==> src/rtl/dma_irq_pkg.sv <==
package dma_irq_pkg;

  parameter int unsigned CH_COUNT = 8;

  typedef enum logic [1:0] {
    SEL_DONE_STAT  = 2'd0,
    SEL_FAULT_STAT = 2'd1,
    SEL_DONE_CLR   = 2'd2,
    SEL_FAULT_CLR  = 2'd3
  } reg_sel_e;

  // index of the lowest set bit of v (0 when v is zero)
  function automatic logic [4:0] lowest_one(input logic [31:0] v);
    logic [4:0] r;
    r = 5'd0;
    for (int i = 31; i >= 0; i--) begin
      if (v[i]) r = 5'(i);
    end
    return r;
  endfunction

  // clear vector produced by a write to a given register
  function automatic logic [31:0] clear_of(input logic wr, input logic [1:0] addr,
                                           input logic [1:0] target, input logic [31:0] data);
    return (wr && addr == target) ? data : 32'd0;
  endfunction

endpackage

==> src/rtl/dma_irq_flags.sv <==
module dma_irq_flags #(
  parameter int unsigned N = 8
) (
  input  logic         clk,
  input  logic         rst_n,
  input  logic [N-1:0] set_i,
  input  logic [N-1:0] clr_i,
  output logic [N-1:0] flag_o
);

  for (genvar g = 0; g < N; g++) begin : g_bit
    always_ff @(posedge clk or negedge rst_n) begin
      if (!rst_n)         flag_o[g] <= 1'b0;
      else if (set_i[g])  flag_o[g] <= 1'b1;
      else if (clr_i[g])  flag_o[g] <= 1'b0;
    end
  end

  // a set pulse always leaves the flag at 1 (R7: even with a clear)
  p_set_sticks_r7: assert property (@(posedge clk) disable iff (!rst_n)
    $past(rst_n) |-> ((flag_o & $past(set_i)) == $past(set_i)));

  // a clear without a set leaves the flag at 0
  p_clear_takes_r4: assert property (@(posedge clk) disable iff (!rst_n)
    $past(rst_n) |-> ((flag_o & $past(clr_i & ~set_i)) == '0));

  // bits with neither set nor clear keep their value
  p_hold_r8: assert property (@(posedge clk) disable iff (!rst_n)
    $past(rst_n) |-> (((flag_o ^ $past(flag_o)) & ~$past(set_i | clr_i)) == '0));

endmodule

==> src/rtl/dma_irq_prio.sv <==
module dma_irq_prio #(
  parameter int unsigned N  = 8,
  parameter int unsigned IW = (N > 1) ? $clog2(N) : 1
) (
  input  logic [N-1:0]  mask_i,
  output logic          valid_o,
  output logic [IW-1:0] idx_o
);
  import dma_irq_pkg::*;

  logic [31:0] mask_wide;
  logic [4:0]  first;

  always_comb begin
    mask_wide = '0;
    mask_wide[N-1:0] = mask_i;
    first   = lowest_one(mask_wide);
    valid_o = |mask_i;
    idx_o   = first[IW-1:0];
  end

endmodule

==> src/rtl/dma_irq_status.sv <==
module dma_irq_status #(
  parameter int unsigned N  = dma_irq_pkg::CH_COUNT,
  parameter int unsigned IW = (N > 1) ? $clog2(N) : 1
) (
  input  logic          clk,
  input  logic          rst_n,
  input  logic [N-1:0]  done_pulse,
  input  logic [N-1:0]  fault_pulse,
  input  logic          reg_wr,
  input  logic [1:0]    reg_addr,
  input  logic [N-1:0]  reg_wdata,
  output logic [N-1:0]  reg_rdata,
  output logic          irq,
  output logic          pend_valid,
  output logic [IW-1:0] pend_idx
);
  import dma_irq_pkg::*;

  logic [N-1:0] done_flag, fault_flag;
  logic [N-1:0] done_clr, fault_clr;
  logic [N-1:0] any_flag;
  logic [N-1:0] below_idx;
  logic [31:0]  wdata_wide, done_clr_w, fault_clr_w;

  always_comb begin
    wdata_wide = '0;
    wdata_wide[N-1:0] = reg_wdata;
    done_clr_w  = clear_of(reg_wr, reg_addr, SEL_DONE_CLR,  wdata_wide);
    fault_clr_w = clear_of(reg_wr, reg_addr, SEL_FAULT_CLR, wdata_wide);
    done_clr  = done_clr_w[N-1:0];
    fault_clr = fault_clr_w[N-1:0];
  end

  dma_irq_flags #(.N(N)) u_done (
    .clk(clk), .rst_n(rst_n), .set_i(done_pulse), .clr_i(done_clr), .flag_o(done_flag)
  );

  dma_irq_flags #(.N(N)) u_fault (
    .clk(clk), .rst_n(rst_n), .set_i(fault_pulse), .clr_i(fault_clr), .flag_o(fault_flag)
  );

  assign any_flag = done_flag | fault_flag;

  dma_irq_prio #(.N(N), .IW(IW)) u_prio (
    .mask_i(any_flag), .valid_o(pend_valid), .idx_o(pend_idx)
  );

  assign irq = |{done_flag, fault_flag};

  always_comb begin
    case (reg_sel_e'(reg_addr))
      SEL_DONE_STAT:  reg_rdata = done_flag;
      SEL_FAULT_STAT: reg_rdata = fault_flag;
      default:        reg_rdata = '0;
    endcase
  end

  assign below_idx = (N'(1) << pend_idx) - N'(1);

  // interrupt line agrees with the encoder's valid bit
  p_irq_matches_r9: assert property (@(posedge clk) disable iff (!rst_n)
    irq == pend_valid);

  // the indexed channel is pending and no lower channel is
  p_idx_lowest_r10: assert property (@(posedge clk) disable iff (!rst_n)
    pend_valid |-> (any_flag[pend_idx] && ((any_flag & below_idx) == '0)));

  // status-address writes change nothing
  p_ro_write_r11: assert property (@(posedge clk) disable iff (!rst_n)
    (reg_wr && !reg_addr[1] && done_pulse == '0 && fault_pulse == '0)
      |=> ($stable(done_flag) && $stable(fault_flag)));

endmodule

==> config.mk <==
export PLATFORM = sky130hd
export DESIGN_NAME = dma_irq_status
export DESIGN_NICKNAME = d
export VERILOG_FILES = /design/src/rtl/dma_irq_pkg.sv /design/src/rtl/dma_irq_flags.sv /design/src/rtl/dma_irq_prio.sv /design/src/rtl/dma_irq_status.sv
export SDC_FILE = /design/constraint.sdc
export NUM_CORES = 1
export LEC_CHECK = 0
export BUFFER_PORTS_ARGS = -buffer_cell sky130_fd_sc_hd__buf_4
export CAP_MARGIN = 20
export CORE_UTILIZATION = 44
export DETAILED_ROUTE_END_ITERATION = 10
export PLACE_DENSITY = 0.77
export SYNTH_ARGS = -nofsm -noshare
export SYNTH_HDL_FRONTEND = slang
export SYNTH_SLANG_ARGS = --single-unit
==> constraint.sdc <==
create_clock -name clk -period 2.03 [get_ports clk]
set_clock_uncertainty 0.15 [all_clocks]
set_input_delay 0.406 -clock clk [delete_from_list [all_inputs] [get_ports clk]]
set_output_delay 0.406 -clock clk [all_outputs]
set_load 0.005 [all_outputs]
# After elaboration in Yosys (flattened, before gate mapping)
# Index checks and enable logic that the tools add are counted.
dict set report word_totals {
  ff_bits 16
  input_bits 29
  out_inout_bits 13
  wordCells 84
}
dict set report op_classes {
  n_eq_ne 3
  mux 43
  n_bitwise 1
  n_reduce_logical 21
}
# operator n
set ops {}
lappend ops {{1-bit two-way mux} 32}
lappend ops {{2-bit nonzero test} 16}
lappend ops {{3-bit two-way mux} 8}
lappend ops {{8-bit two-way mux} 2}
lappend ops {{8-bit case mux with 2 select lines} 1}
lappend ops {{16-bit OR reduction} 1}
lappend ops {{8-bit OR} 1}
lappend ops {{8-bit OR reduction} 1}
lappend ops {{2-bit equality test, second input constant} 2}
lappend ops {{2-bit by 1-bit equality test with 1-bit output, second input constant} 1}
lappend ops {{1-bit logical AND} 2}
lappend ops {{2-bit logical NOT} 1}

# Depth between registers and ports, before layout
dict set report logic_depth {
  depth_word 9
  depth_mapped 5
  depth_no_buf 3
}

# By module
# Synthesis repeated with hierarchy kept, for this count alone.
dict set report hier_totals {
  hier_cells 110
  area_unflattened_um2 1006.0
}
# module instances cells_per_inst area_per_inst_um2 seq_area_each_um2
set by_module_without_submodules {}
lappend by_module_without_submodules {dma_irq_flags 2 24 290.3 200.2}
lappend by_module_without_submodules {dma_irq_status 1 49 344.1 0.0}
lappend by_module_without_submodules {dma_irq_prio 1 13 81.3 0.0}

# Worst setup path before layout
# OpenSTA, ideal clock, no wires.
dict set report synth_path {
  kind {register -> output}
  startpoint {reg u_fault.flag_o[0]}
  endpoint {out pend_idx[0]}
  arrival_ns 1.360
  t_required_ns 1.474
  setup_slack_ns 0.114
  path_stages_with_launch 4
  n_path_buf 0
  cell_sequence {dfrtp_1 > or4_1 > or3_1 > o21ai_2}
}
dict set report synth_via {
  elab_chain_len 2
}
# element line
set synth_lines {}
lappend synth_lines {{start: declaration} dma_irq_flags.sv:8} ;# output logic [N-1:0] flag_o
lappend synth_lines {{start signal: indexed assignment} dma_irq_flags.sv:13} ;# if (!rst_n) flag_o[g] <= 1'b0;
lappend synth_lines {{start signal: indexed assignment} dma_irq_flags.sv:14} ;# else if (set_i[g]) flag_o[g] <= 1'b1;
lappend synth_lines {{start signal: indexed assignment} dma_irq_flags.sv:15} ;# else if (clr_i[g]) flag_o[g] <= 1'b0;
lappend synth_lines {{8-bit OR} dma_irq_status.sv:42} ;# assign any_flag = done_flag | fault_flag;
lappend synth_lines {{3-bit two-way mux} dma_irq_pkg.sv:17} ;# if (v[i]) r = 5'(i);
lappend synth_lines {{end: declaration} dma_irq_status.sv:15} ;# output logic [IW-1:0] pend_idx
# No other way between the ends.

# Worst setup path after layout
# Same ends and word-level chain as after synthesis.

==> out/metrics.cfg <==
[yosys]
synth_cell_types=20
ys_warn_count=0
netlist_top_cells_count=nand2_1, dfrtp_1, a21o_1
synthArstFlopShare=1.00
synthMuxAreaShare=0.0948
yosysTopAreaCellShare=0.474
syn_area_per_cell_um2=9.38
seq_area_frac_synth=0.474
synth.most_common_cell=nand2_1
synth_largest_area_cell=dfrtp_1
synthTopCellsByArea=dfrtp_1, a21o_1, mux2i_1
synth_xor_area_frac=0
synth-seq-cells=16
synth_top_family_by_area=simple AND/OR/NAND/NOR gates
synth_compound_area_frac=0.184
yosys.area_share.adder=0
synth-simple-area-share=0.227
yosys_most_used_dff=dfrtp_1
syn_nets=119
synth_edf_count=0
synth_area_um2=845
syn_inst=90

[cts]
cts_sinks=16
cts_htree_levels=1
clock_latency_ns=0.28
root_buffer=clkbuf_4
clkTransAtPathRegs_ns=0.10
cts_max_path_buffers=2
cts_tree=done
numCtsBuffers=3

[status]
violations=setup timing
status=finished, violations left

[floorplanning]
row_count=15
dieArea_um2=2100
die_h_um=45.8
initial_core_util=0.479
die_w_um=45.8
boundaryPins=42
core-area_um2=1760

[routing]
wl_um=2390
routed_via_density=5.32
first_pass_iters=4
wl_per_cell_um=14.3
drt_iter0_markers=14
antenna_left=0
route.detailed.drc=0
vias=888

[power_and_ir_drop]
ir_drop_mv=0.490
power_leakage_nw=0.559
power.density_nw_per_um2=505

[timing]
finalSetupViolCount=5
max_slew.worst_pin.slew_ns=0.382
setup_ws_ns=-0.300
setup_tns_ns=-0.811
max_slew_margin=0.745
fin_crit_sh=1.15
period_minus_slack_ns=2.33
drv_slew=0
fin_hold_ws_ns=0.139
hold_viol=0
max_freq_mhz=429
rsz0062_at_grt=true

[placed_design]
port_buffers=41
gp_congestion=0.754
dp.final_hpwl_um=1640

[cells_and_area]
insertedDiodeCount=0
drive_gt1_frac=0.472
fin_nets=172
areaGrowthSynthToFinish_pct=57.3
finalCoreUtilization=0.753
fillers=146

[global_routing]
grt_pass1_vias=783
grt_max_degree=17
antenna_found_initial=0
grt_first_pass_wirelength_um=3440
grt_usage=0.236
overflow=0

[worst_hold_path]
hold_class=input pin to flop

[worst_setup_path]
worst-setup-path-type=flop to output pin
worst_setup_path_start_kind=flop
critical_path.max_fanout=2
worstPathRequired_ns=1.47
cp-end-kind=output pin
worstPathArrival_ns=1.77

[flow_run]
drv_cap=0

-- logic make-up (layout without fill, tap and decap cells) --
kind of cell / count (synthesis) / after routing
flip-flops: 16 / 16
multiplexers: 8 / 8
buffers and inverters: 4 / 56
AO/OA/AOI/OAI: 20 / 20
AND/OR/NAND/NOR: 42 / 42
-- worst max-delay path, cell delays in order, from the launching register on --
cell     delay, ns
dfrtp_1       0.40
or4_4         0.54
or3_1         0.33
o21ai_2       0.12
buf_4         0.12
-- sequential cells by signal, summed over array words and instances, names as in the netlist --
register / flops
u_done.flag_o: 8
u_fault.flag_o: 8
-- metrics by stage --
| step | instances | area, um2 | power (W) | setup WS (ns) |
|---|---|---|---|---|
| floorplan | 90 | 845 | 0.000381 | 0.114 |
| global placement | 159 | 1220 | 0.000458 | 0.0200 |
| detailed placement | 159 | 1220 | 0.000461 | 0.0214 |
| CTS | 165 | 1290 | 0.000677 | -0.309 |
| global route | 167 | 1330 | 0.000704 | -0.362 |
| finish | 167 | 1330 | 0.000671 | -0.300 |
-- where the power goes --
part / switching (W) / internal [W]
Sequential: 0.0000109 / 0.000329
Clock: 0.0000998 / 0.000109
Combinational: 0.0000481 / 0.0000737
-- path summary, 6_finish.rpt --
| path | from | endpoint | slack [ns] | depth (start not counted) |
|---|---|---|---|---|
| worst min register to register | u_done.flag_o[1] | u_done.flag_o[1] | 0.37 | 1 |
| worst max-delay path | u_fault.flag_o[0] | pend_idx[0] | -0.30 | 4 |
| worst max register to register | u_done.flag_o[6] | u_done.flag_o[6] | 0.97 | 3 |
| max in group asynchronous | rst_n | u_done.flag_o[2] | 1.18 | 2 |
| worst min-delay path | fault_pulse[5] | u_fault.flag_o[5] | 0.14 | 2 |
| min in group asynchronous | rst_n | u_done.flag_o[5] | 0.36 | 2 |
-- cell type report --
class | count | area (um2) | area share
Clock buffer | 4 | 36.3 | 0.0273
Tap cell | 25 | 31.3 | 0.0235
Sequential cell | 16 | 400 | 0.301
Multi-Input combinational cell | 70 | 468 | 0.352
Timing Repair Buffer | 52 | 393 | 0.296
-- routing by layer --
metal  vias to the layer above  routed length (um)  GRT usage
met2                        36                1260      0.403
li1                        419                   -          -
met1                       429                 987      0.298
met3                         4                 111     0.0357
met5                         -                   0          0
met4                         0                  36     0.0882
-- cell usage in the layout (no fill, tap or decap), types with 2 or more instances in the layout --
cell type / n
a21o_1: 15
buf_4: 51
clkbuf_4: 3
dfrtp_1: 16
mux2i_1: 8
nand2_1: 17
nand4_1: 2
nor2_1: 12
nor4_2: 2
or4_4: 2
-- repair_timing --
action                                 CTS  global route
hold buffers                             1             0
endpoints found under the hold margin   16             0
pin swaps                                4             3
resized for setup                        4             6
setup endpoints to repair                5             5
setup buffers                            1             2
Note: power is estimated with default switching activity, not from simulation.
